**config.mk**
```make
export PLATFORM = sky130hd
export DESIGN_NAME = wiper_nv_ctrl
export DESIGN_NICKNAME = d
export VERILOG_FILES = /design/src/rtl/wnv_pkg.sv /design/src/rtl/wnv_seq.sv /design/src/rtl/wnv_nvcell.sv /design/src/rtl/wnv_regs.sv /design/src/rtl/wiper_nv_ctrl.sv
export SDC_FILE = /design/constraint.sdc
export NUM_CORES = 1
export LEC_CHECK = 0
export BUFFER_PORTS_ARGS = -buffer_cell sky130_fd_sc_hd__buf_4
export CAP_MARGIN = 0
export CORE_MARGIN = 2
export CORE_UTILIZATION = 40
export CTS_CLUSTER_SIZE = 14
export DETAILED_ROUTE_END_ITERATION = 6
export GPL_TIMING_DRIVEN = 0
export PLACE_DENSITY_LB_ADDON = 0.15
export SYNTH_ARGS = -nofsm -noshare
export SYNTH_HDL_FRONTEND = slang
export SYNTH_HIERARCHICAL = 1
export SYNTH_SLANG_ARGS = --single-unit
export TNS_END_PERCENT = 5
```
**constraint.sdc**
```tcl
create_clock -name clk -period 3.2 [get_ports clk]
set_clock_uncertainty 0.2 [all_clocks]
set_input_delay 0.96 -clock clk [delete_from_list [all_inputs] [get_ports clk]]
set_output_delay 0.96 -clock clk [all_outputs]
set_load 0.1 [all_outputs]
```
**src/rtl/wnv_pkg.sv**
```systemverilog
// Shared types for the wiper / non-volatile controller.
// Assumes nothing beyond IEEE 1800-2017 packages.
package wnv_pkg;

    // Sequencer phases: wait for supply, recall delay, idle, store cycle.
    typedef enum logic [1:0] {
        ST_WAIT   = 2'd0,
        ST_RECALL = 2'd1,
        ST_IDLE   = 2'd2,
        ST_NVWR   = 2'd3
    } wnv_state_t;

endpackage

```
**src/rtl/wnv_seq.sv**
```systemverilog
// Phase sequencer: power-up wait, recall delay, idle, self-timed store.
// Emits one-cycle recall and commit strobes on the last cycle of each timed
// phase. Assumes bus_stop and nv_pend come from separate cycles of the bus.
module wnv_seq
    import wnv_pkg::*;
#(
    parameter int RECALL_CYC = 50,
    parameter int NV_CYC     = 50
) (
    input  logic clk,
    input  logic rst_n,
    input  logic supply_ok,
    input  logic bus_stop,
    input  logic nv_pend,
    output logic idle,
    output logic busy,
    output logic recall,
    output logic commit
);
    localparam int MAX_CYC = (NV_CYC > RECALL_CYC) ? NV_CYC : RECALL_CYC;
    localparam int CNT_W   = $clog2(MAX_CYC + 1);

    wnv_state_t       state;
    logic [CNT_W-1:0] cnt;

    // Phase register and shared down-counter.
    always_ff @(posedge clk) begin
        if (!rst_n) begin
            state <= ST_WAIT;
            cnt   <= '0;
        end else begin
            case (state)
                ST_WAIT: if (supply_ok) begin
                    state <= ST_RECALL;
                    cnt   <= CNT_W'(RECALL_CYC - 1);
                end
                ST_RECALL: if (cnt == '0) state <= ST_IDLE;
                           else           cnt   <= cnt - 1'b1;
                ST_IDLE: if (bus_stop && nv_pend) begin
                    state <= ST_NVWR;
                    cnt   <= CNT_W'(NV_CYC - 1);
                end
                ST_NVWR: if (cnt == '0) state <= ST_IDLE;
                         else           cnt   <= cnt - 1'b1;
                default: state <= ST_WAIT;
            endcase
        end
    end

    // Strobes and status derived from the phase.
    always_comb begin
        idle   = (state == ST_IDLE);
        busy   = !idle;
        recall = (state == ST_RECALL) && (cnt == '0);
        commit = (state == ST_NVWR) && (cnt == '0);
    end


    idle_holds_chk: assert property (@(posedge clk) disable iff (!rst_n)
        (idle && !(bus_stop && nv_pend)) |=> idle);


    store_len_chk: assert property (@(posedge clk) disable iff (!rst_n)
        (state == ST_NVWR) |-> (int'(cnt) < NV_CYC));


    store_entry_chk: assert property (@(posedge clk) disable iff (!rst_n)
        (idle && bus_stop && nv_pend) |=> (state == ST_NVWR));
endmodule

```
**src/rtl/wnv_nvcell.sv**
```systemverilog
// Non-volatile initial-value cell. Survives the soft reset; only the cold
// reset returns it to the shipping value. Loaded solely by the commit strobe.
module wnv_nvcell #(
    parameter int               DATA_W = 8,
    parameter logic [DATA_W-1:0] SHIP  = 8'h80
) (
    input  logic              clk,
    input  logic              cold_rst_n,
    input  logic              commit,
    input  logic [DATA_W-1:0] wdata,
    output logic [DATA_W-1:0] q
);
    // Storage element with cold-only reset.
    always_ff @(posedge clk) begin
        if (!cold_rst_n)  q <= SHIP;
        else if (commit)  q <= wdata;
    end


    nv_stable_chk: assert property (@(posedge clk) disable iff (!cold_rst_n)
        !commit |=> $stable(q));
endmodule

```
**src/rtl/wnv_regs.sv**
```systemverilog
// Volatile registers: wiper, access mode bit, staged store byte, read mux.
// Decodes requests only while the sequencer is idle. Assumes single-cycle
// request pulses from the bus front end.
module wnv_regs #(
    parameter int                DATA_W = 8,
    parameter int                ADDR_W = 8,
    parameter logic [DATA_W-1:0] MID    = 8'h80
) (
    input  logic              clk,
    input  logic              rst_n,
    input  logic              idle,
    input  logic              recall,
    input  logic              commit,
    input  logic              req_wr,
    input  logic              req_rd,
    input  logic [ADDR_W-1:0] req_addr,
    input  logic [DATA_W-1:0] req_wdata,
    input  logic [DATA_W-1:0] ivr_q,
    output logic [DATA_W-1:0] wiper,
    output logic [DATA_W-1:0] stage,
    output logic              nv_pend,
    output logic [DATA_W-1:0] rd_data
);
    localparam logic [ADDR_W-1:0] A_WIPER = ADDR_W'(0);
    localparam logic [ADDR_W-1:0] A_MODE  = ADDR_W'(2);

    logic mode_vol;
    logic wr_acc, rd_acc, hit_wiper, hit_mode;

    // Request qualification and address decode.
    always_comb begin
        wr_acc    = req_wr && idle;
        rd_acc    = req_rd && idle;
        hit_wiper = (req_addr == A_WIPER);
        hit_mode  = (req_addr == A_MODE);
    end

    // Wiper code: midscale on reset, recall, or direct write.
    always_ff @(posedge clk) begin
        if (!rst_n)                     wiper <= MID;
        else if (recall)                wiper <= ivr_q;
        else if (wr_acc && hit_wiper)   wiper <= req_wdata;
    end

    // Access mode: only the top data bit is kept.
    always_ff @(posedge clk) begin
        if (!rst_n)                   mode_vol <= 1'b0;
        else if (wr_acc && hit_mode)  mode_vol <= req_wdata[DATA_W-1];
    end

    // Staged byte and pending flag for the next store cycle.
    always_ff @(posedge clk) begin
        if (!rst_n) begin
            nv_pend <= 1'b0;
            stage   <= MID;
        end else if (commit) begin
            nv_pend <= 1'b0;
        end else if (wr_acc && hit_wiper && !mode_vol) begin
            nv_pend <= 1'b1;
            stage   <= req_wdata;
        end
    end

    // Registered read mux.
    always_ff @(posedge clk) begin
        if (!rst_n) rd_data <= '0;
        else if (rd_acc) begin
            if (hit_wiper)     rd_data <= mode_vol ? wiper : ivr_q;
            else if (hit_mode) rd_data <= {mode_vol, {(DATA_W-1){1'b0}}};
            else               rd_data <= '0;
        end
    end


    wiper_load_chk: assert property (@(posedge clk) disable iff (!rst_n)
        (wr_acc && hit_wiper) |=> (wiper == $past(req_wdata)));


    vol_only_chk: assert property (@(posedge clk) disable iff (!rst_n)
        (wr_acc && hit_wiper && mode_vol) |=> ($stable(nv_pend) && $stable(stage)));


    reserved_chk: assert property (@(posedge clk) disable iff (!rst_n)
        (wr_acc && !hit_wiper && !hit_mode) |=> ($stable(wiper) && $stable(mode_vol) && $stable(nv_pend)));


    busy_hold_chk: assert property (@(posedge clk) disable iff (!rst_n)
        (!idle && !recall) |=> ($stable(wiper) && $stable(mode_vol) && $stable(rd_data)));


    mode_read_chk: assert property (@(posedge clk) disable iff (!rst_n)
        (rd_acc && hit_mode) |=> (rd_data[DATA_W-2:0] == '0));
endmodule

```
**src/rtl/wiper_nv_ctrl.sv**
```systemverilog
// Top level: wiper register with non-volatile initial value.
// Converts the microsecond timing parameters to clock cycles, combines the
// two resets for the volatile side and wires sequencer, registers and cell.
// Assumes CLK_HZ is a whole number of MHz.
module wiper_nv_ctrl #(
    parameter int DATA_W      = 8,
    parameter int ADDR_W      = 8,
    parameter int CLK_HZ      = 50_000_000,
    parameter int NV_WRITE_US = 20_000,
    parameter int RECALL_US   = 3_000
) (
    input  logic              clk,
    input  logic              cold_rst_n,
    input  logic              rst_n,
    input  logic              supply_ok,
    input  logic              req_wr,
    input  logic              req_rd,
    input  logic [ADDR_W-1:0] req_addr,
    input  logic [DATA_W-1:0] req_wdata,
    input  logic              bus_stop,
    output logic [DATA_W-1:0] rd_data,
    output logic [DATA_W-1:0] wiper,
    output logic              busy
);
    localparam int CYC_PER_US = CLK_HZ / 1_000_000;
    localparam int NV_CYC     = (CYC_PER_US * NV_WRITE_US < 1) ? 1 : CYC_PER_US * NV_WRITE_US;
    localparam int RECALL_CYC = (CYC_PER_US * RECALL_US < 1) ? 1 : CYC_PER_US * RECALL_US;
    localparam logic [DATA_W-1:0] MIDSCALE = {1'b1, {(DATA_W-1){1'b0}}};

    logic              sys_rst_n;
    logic              idle, recall, commit, nv_pend;
    logic [DATA_W-1:0] stage, ivr_q;

    // Either reset clears the volatile side.
    always_comb sys_rst_n = rst_n && cold_rst_n;

    wnv_seq #(
        .RECALL_CYC (RECALL_CYC),
        .NV_CYC     (NV_CYC)
    ) u_seq (
        .clk       (clk),
        .rst_n     (sys_rst_n),
        .supply_ok (supply_ok),
        .bus_stop  (bus_stop),
        .nv_pend   (nv_pend),
        .idle      (idle),
        .busy      (busy),
        .recall    (recall),
        .commit    (commit)
    );

    wnv_regs #(
        .DATA_W (DATA_W),
        .ADDR_W (ADDR_W),
        .MID    (MIDSCALE)
    ) u_regs (
        .clk       (clk),
        .rst_n     (sys_rst_n),
        .idle      (idle),
        .recall    (recall),
        .commit    (commit),
        .req_wr    (req_wr),
        .req_rd    (req_rd),
        .req_addr  (req_addr),
        .req_wdata (req_wdata),
        .ivr_q     (ivr_q),
        .wiper     (wiper),
        .stage     (stage),
        .nv_pend   (nv_pend),
        .rd_data   (rd_data)
    );

    wnv_nvcell #(
        .DATA_W (DATA_W),
        .SHIP   (MIDSCALE)
    ) u_nv (
        .clk        (clk),
        .cold_rst_n (cold_rst_n),
        .commit     (commit),
        .wdata      (stage),
        .q          (ivr_q)
    );


    reset_mid_chk: assert property (@(posedge clk)
        !sys_rst_n |=> (wiper == MIDSCALE && busy));


    recall_load_chk: assert property (@(posedge clk) disable iff (!sys_rst_n)
        recall |=> (wiper == $past(ivr_q) && !busy));
endmodule

```
# Word-level counts from Yosys, hierarchy flattened
# Cells that the tools add are included.
[classes]
add_sub_neg = 1
multipliers = 0
div = 0
n_lt_le_gt_ge = 0
eq_ne = 8
shifts = 0
n_mux = 13
n_bitwise = 2
n_reduce_logical = 20
[op_table]
columns = ["operator", "count"]
rows = [
  ["two-way mux 20 bit", 3],
  ["one-hot mux 20 bit (3 select lines)", 1],
  ["two-way mux 8 bit", 5],
  ["zero test 20 bit", 1],
  ["subtractor 20 x 1 -> 20 bit (second input constant)", 1],
  ["logical AND 1 bit", 9],
  ["equality test 8 x 2 -> 1 bit (second input constant)", 1],
  ["zero test 8 bit", 1],
  ["two-way mux 2 bit", 3],
  ["!= test 2 bit (second input constant)", 3],
  ["one-hot mux 2 bit (3 select lines)", 1],
  ["AND reduction 3 bit", 2],
  ["equality test 2 bit (second input constant)", 2],
  ["OR reduction 2 bit", 2],
  ["equality test 2 x 1 -> 1 bit (second input constant)", 1],
  ["zero test 1 bit", 2],
  ["zero test 2 bit", 1],
  ["!= test 2 x 1 -> 1 bit (second input constant)", 1],
  ["inverter 1 bit", 2],
  ["AND reduction 2 bit", 1],
  ["nonzero test 2 bit", 1],
]
[totals]
reg_bits = 56
latchBits = 0
ramBits = 0
rom_bits = 0
inputBits = 23
wordCells = 52
memories = 0

# Longest topological paths before layout
[depth]
depth_word = 5
depth_mapped = 9

# Hierarchy
# The synthesis kept the hierarchy.
[modules_own_cells]
columns = ["module", "n_inst", "cells_each", "area_each_um2", "seq_area_each_um2"]
rows = [
  ["wnv_regs", 1, 152, 1316.3, 520.5],
  ["wnv_seq", 1, 159, 1253.7, 440.4],
  ["wnv_nvcell", 1, 25, 299.0, 160.2],
  ["wiper_nv_ctrl", 1, 1, 6.3, 0.0],
]

# Worst setup path after synthesis
# OpenSTA, ideal clock, no wires.
[synth_timing]
kind = "register to register"
from = "reg u_seq.cnt[0]"
to = "reg u_regs.stage[0]"
setup_ps = 72
arrival_time_ps = 2424
path_slack_ps = 504
path_stages_with_launch = 10
period_less_slack_ps = 2696
cell_sequence = "dfxtp_1 > inv_1 > ha_1 > nor4b_2 > nand3_1 > nor4_1 > or4bb_1 > buf_1 > o31ai_1 > a21oi_1"
[synth_between]
elab_chain_cells = 4
[synth_lines]
columns = ["element", "line_no", "source"]
rows = [
  ["from (decl)", "wnv_seq.sv:24", "logic [CNT_W-1:0] cnt;"],
  ["from (signal assigned)", "wnv_seq.sv:35", "cnt <= CNT_W'(RECALL_CYC - 1);"],
  ["from (signal assigned)", "wnv_seq.sv:38", "else cnt <= cnt - 1'b1;"],
  ["from (signal assigned)", "wnv_seq.sv:41", "cnt <= CNT_W'(NV_CYC - 1);"],
  ["zero test 20 bit", "wnv_seq.sv:55", "commit = (state == ST_NVWR) && (cnt == '0);"],
  ["logical AND 1 bit", "wnv_seq.sv:55", ""],
  ["named net commit", "wiper_nv_ctrl.sv:31", "logic idle, recall, commit, nv_pend;"],
  ["inverter 1 bit (no line)", "-", ""],
  ["AND reduction 2 bit (no line)", "-", ""],
  ["to (signal assigned)", "wnv_regs.sv:60", "stage <= req_wdata;"],
  ["to (decl)", "wnv_regs.sv:20", "output logic [DATA_W-1:0] stage,"],
]
# The timed path passes the listed nets, and every way through them passes these cells.
# A chain may end at the register's enable or synchronous reset.

# Worst setup path in the final report
[layout_timing]
from = "reg u_seq.state[0]"
to = "out busy"
[layout_between]
elab_chain_cells = 2
[layout_lines]
columns = ["element", "line_no", "source"]
rows = [
  ["from (decl)", "wnv_seq.sv:23", "wnv_state_t state;"],
  ["from (signal assigned)", "wnv_seq.sv:29", "state <= ST_WAIT;"],
  ["from (signal assigned)", "wnv_seq.sv:34", "state <= ST_RECALL;"],
  ["from (signal assigned)", "wnv_seq.sv:37", "ST_RECALL: if (cnt == '0) state <= ST_IDLE;"],
  ["equality test 2 bit", "wnv_seq.sv:52", "idle = (state == ST_IDLE);"],
  ["named net idle", "wiper_nv_ctrl.sv:31", ""],
  ["zero test 1 bit", "wnv_seq.sv:53", "busy = !idle;"],
  ["to (decl)", "wiper_nv_ctrl.sv:23", "output logic busy"],
]
# The timed path passes the listed nets, and every way through them passes these cells.

==> flow_summary.ini <==
[status]
outcome = completed

[synthesis]
ys.flop_type = dfxtp_1
syn_inst = 337
mappedNetlistArea_mm2 = 0.00288
yosysSeqAreaShare_pct = 39.0
ys.warnings.count = 6
ys_seq_elements = 56
ys_top_cells_by_area = dfxtp_1 (39%), mux2i_1 (5.6%), o31ai_1 (5.0%), a21oi_1 (4.9%), o21ai_0 (4.0%)
synth_cell_types = 56
synth_edf_count = 0
synth_top_area_share_pct = 39.0
syn_avg_cell_area_um2 = 8.53
synth_top_area_cell = dfxtp_1
postSynth.asyncResetShare_pct = 0
syn_nets = 361

[sta]
final-hold-violation-count = 0
setup_slack_ns = 0.284
setup_viol = 0
hold-worst-slack_ns = 0.256
worst_pin_slew_ns = 1.24
maxSlewHeadroom_pct = 16.5
period_minus_slack_ns = 2.92
rsz0062_at_grt = false
slew_viol_final = 0
timing.fmax_ghz = 0.343
min_period_over_period_pct = 91.1

[setup_path]
setup.worst_path.class = reg -> out
cp-end-kind = primary output
worst-path-max-fanout = 11
start_kind = register
worstPathRequired_ns = 2.04
critPathArrivalTime_ns = 1.76

[final_layout]
final_cell_count_no_fill = 480
drive_above_1_share_pct = 18.5
diodes = 0
multi_input_comb_area_mm2 = 0.00161
area.growth.synth_to_final_pct = 19.7
final_cell_mix = dfxtp_1 (56), buf_4 (39), a21oi_1 (28)
seq_area_mm2 = 0.00112
fillers = 677
final_common_cell = dfxtp_1
final_nets = 407

[power_and_ir_drop]
powerDensity_mw_per_mm2 = 413
p_leak_nw = 1.12
peakVddDrop_mv = 0.160
p_total_w = 0.00142

[clock_network]
clk_pin_slew_ns = 0.11
root_buffer = clkbuf_8
clk_latency_ns = 0.31
numCtsBuffers = 5
cts_tree = built
cts_num_sinks = 56
ctsLongestPathBuffers = 2
cts.htree.levels = 2

[routing]
drtIter0Drc = 227
vias = 2799
drt-total-wl_um = 8040
avgRoutedWirePerCell_um = 16.7
drtAntennaViolNets = 0
drt-pass1-iter-count = 7
drcViolationCount = 0
via_per_inst = 5.83

[global_routing]
gr-usage-all-layers_pct = 21.1
grt_start_max_net_pins = 19
grt_pass1_vias = 2542
grt_pass1_wl_um = 13000
antenna_found_initial = 0
overflow = 0

[place]
gp_congestion = 0.887
dp_slack_ns = -0.191
place_inst = 472
place_hpwl_um = 5750
portBuffers = 39

[die]
dieArea_mm2 = 0.00788
die_w_um = 88.8
coreArea_mm2 = 0.00687
io_pins = 40
start_util_pct = 41.9
die_h_um = 88.8
rows = 30

[job]
drv_cap = 0

[hold_path]
hold_path_class = reg -> reg
flip-flops by register name, summed over array words and instances, names as in the netlist:
signal / count
u_seq/cnt: 20
u_nv/q: 8
u_regs/rd_data: 8
u_regs/stage: 8
u_regs/wiper: 8
u_seq/state: 2
u_regs/mode_vol: 1
u_regs/nv_pend: 1
cell families (layout without fill, tap and decap cells):
| kind of cell | Yosys count | in the layout | synth area share [%] |
|---|---|---|---|
| AND/OR/NAND/NOR | 120 | 120 | 24.9 |
| AO/OA/AOI/OAI | 108 | 108 | 23.9 |
| flip-flops | 56 | 56 | 39.0 |
| buffers and inverters | 36 | 83 | 6.18 |
| multiplexers | 16 | 16 | 5.57 |
| adder cells (fa/ha/maj) | 1 | 1 | 0.435 |
critical path: stages, from the launching register on:
cell      delay, ns
dfxtp_1        0.31
clkbuf_1       0.23
nor2_2         0.47
inv_1          0.16
buf_4          0.27
per-layer routing:
metal / wire length (um) / GRT usage, % / part of all wire (%) / vias up
met5: 0 / 0 / 0 / -
met4: 117 / 6.75 / 1.5 / 0
met3: 428 / 2.80 / 5.3 / 8
met2: 3460 / 29.8 / 43 / 87
met1: 4030 / 32.8 / 50 / 1330
li1: - / - / - / 1374
final timing paths:
| path | startpoint | end | slack (ns) | cells after the start |
|---|---|---|---|---|
| max | u_seq/state[0] | busy | 0.28 | 4 |
| min reg2reg | u_regs/rd_data[1] | u_regs/rd_data[1] | 0.26 | 2 |
| min | u_regs/rd_data[1] | u_regs/rd_data[1] | 0.26 | 2 |
| max reg2reg | u_seq/cnt[0] | u_regs/stage[7] | 0.29 | 9 |
synthesized netlist by cell type, types with 8 or more instances:
cell type,instances
o21ai_0,23
o31ai_1,19
a21oi_1,28
dfxtp_1,56
a31oi_1,12
nor3_1,9
nand2_1,17
nor4_1,9
mux2i_1,16
or4_1,8
inv_1,11
nor2_1,21
clkbuf_1,14
nand4_1,14
metrics by stage:
step / setup TNS, ns / instance area [um2] / util (%)
6_report: 0 / 3440 / 50.1
5_1_grt: 0 / 3440 / 50.1
4_1_cts: 0 / 3420 / 49.8
3_5_place_dp: -1.35 / 3290 / 47.9
3_3_place_gp: -0.452 / 3290 / 47.9
2_1_floorplan: 0 / 2880 / -
where the power goes:
part | switching (W) | internal [W] | total [W]
registers | 0.0000142 | 0.000709 | 0.000723
logic | 0.000132 | 0.0000810 | 0.000213
clock network | 0.000248 | 0.000236 | 0.000484
what timing repair did:
action | in CTS | in global routing
setup endpoints to repair | 9 | 17
buffers inserted | 0 | 0
hold buffers | 0 | 0
resized for setup | 2 | 4
layout make-up:
type | instances | area share (%)
multi-input cells | 245 | 46.9
well taps | 96 | 3.49
plain buffers | 24 | 3.85
inverters | 12 | 1.31
repair buffers | 39 | 8.51
clock inverters | 3 | 1.38
flip-flops and latches | 56 | 32.6
clock buffers | 5 | 2.00
Power figures use the tool's default switching activity.
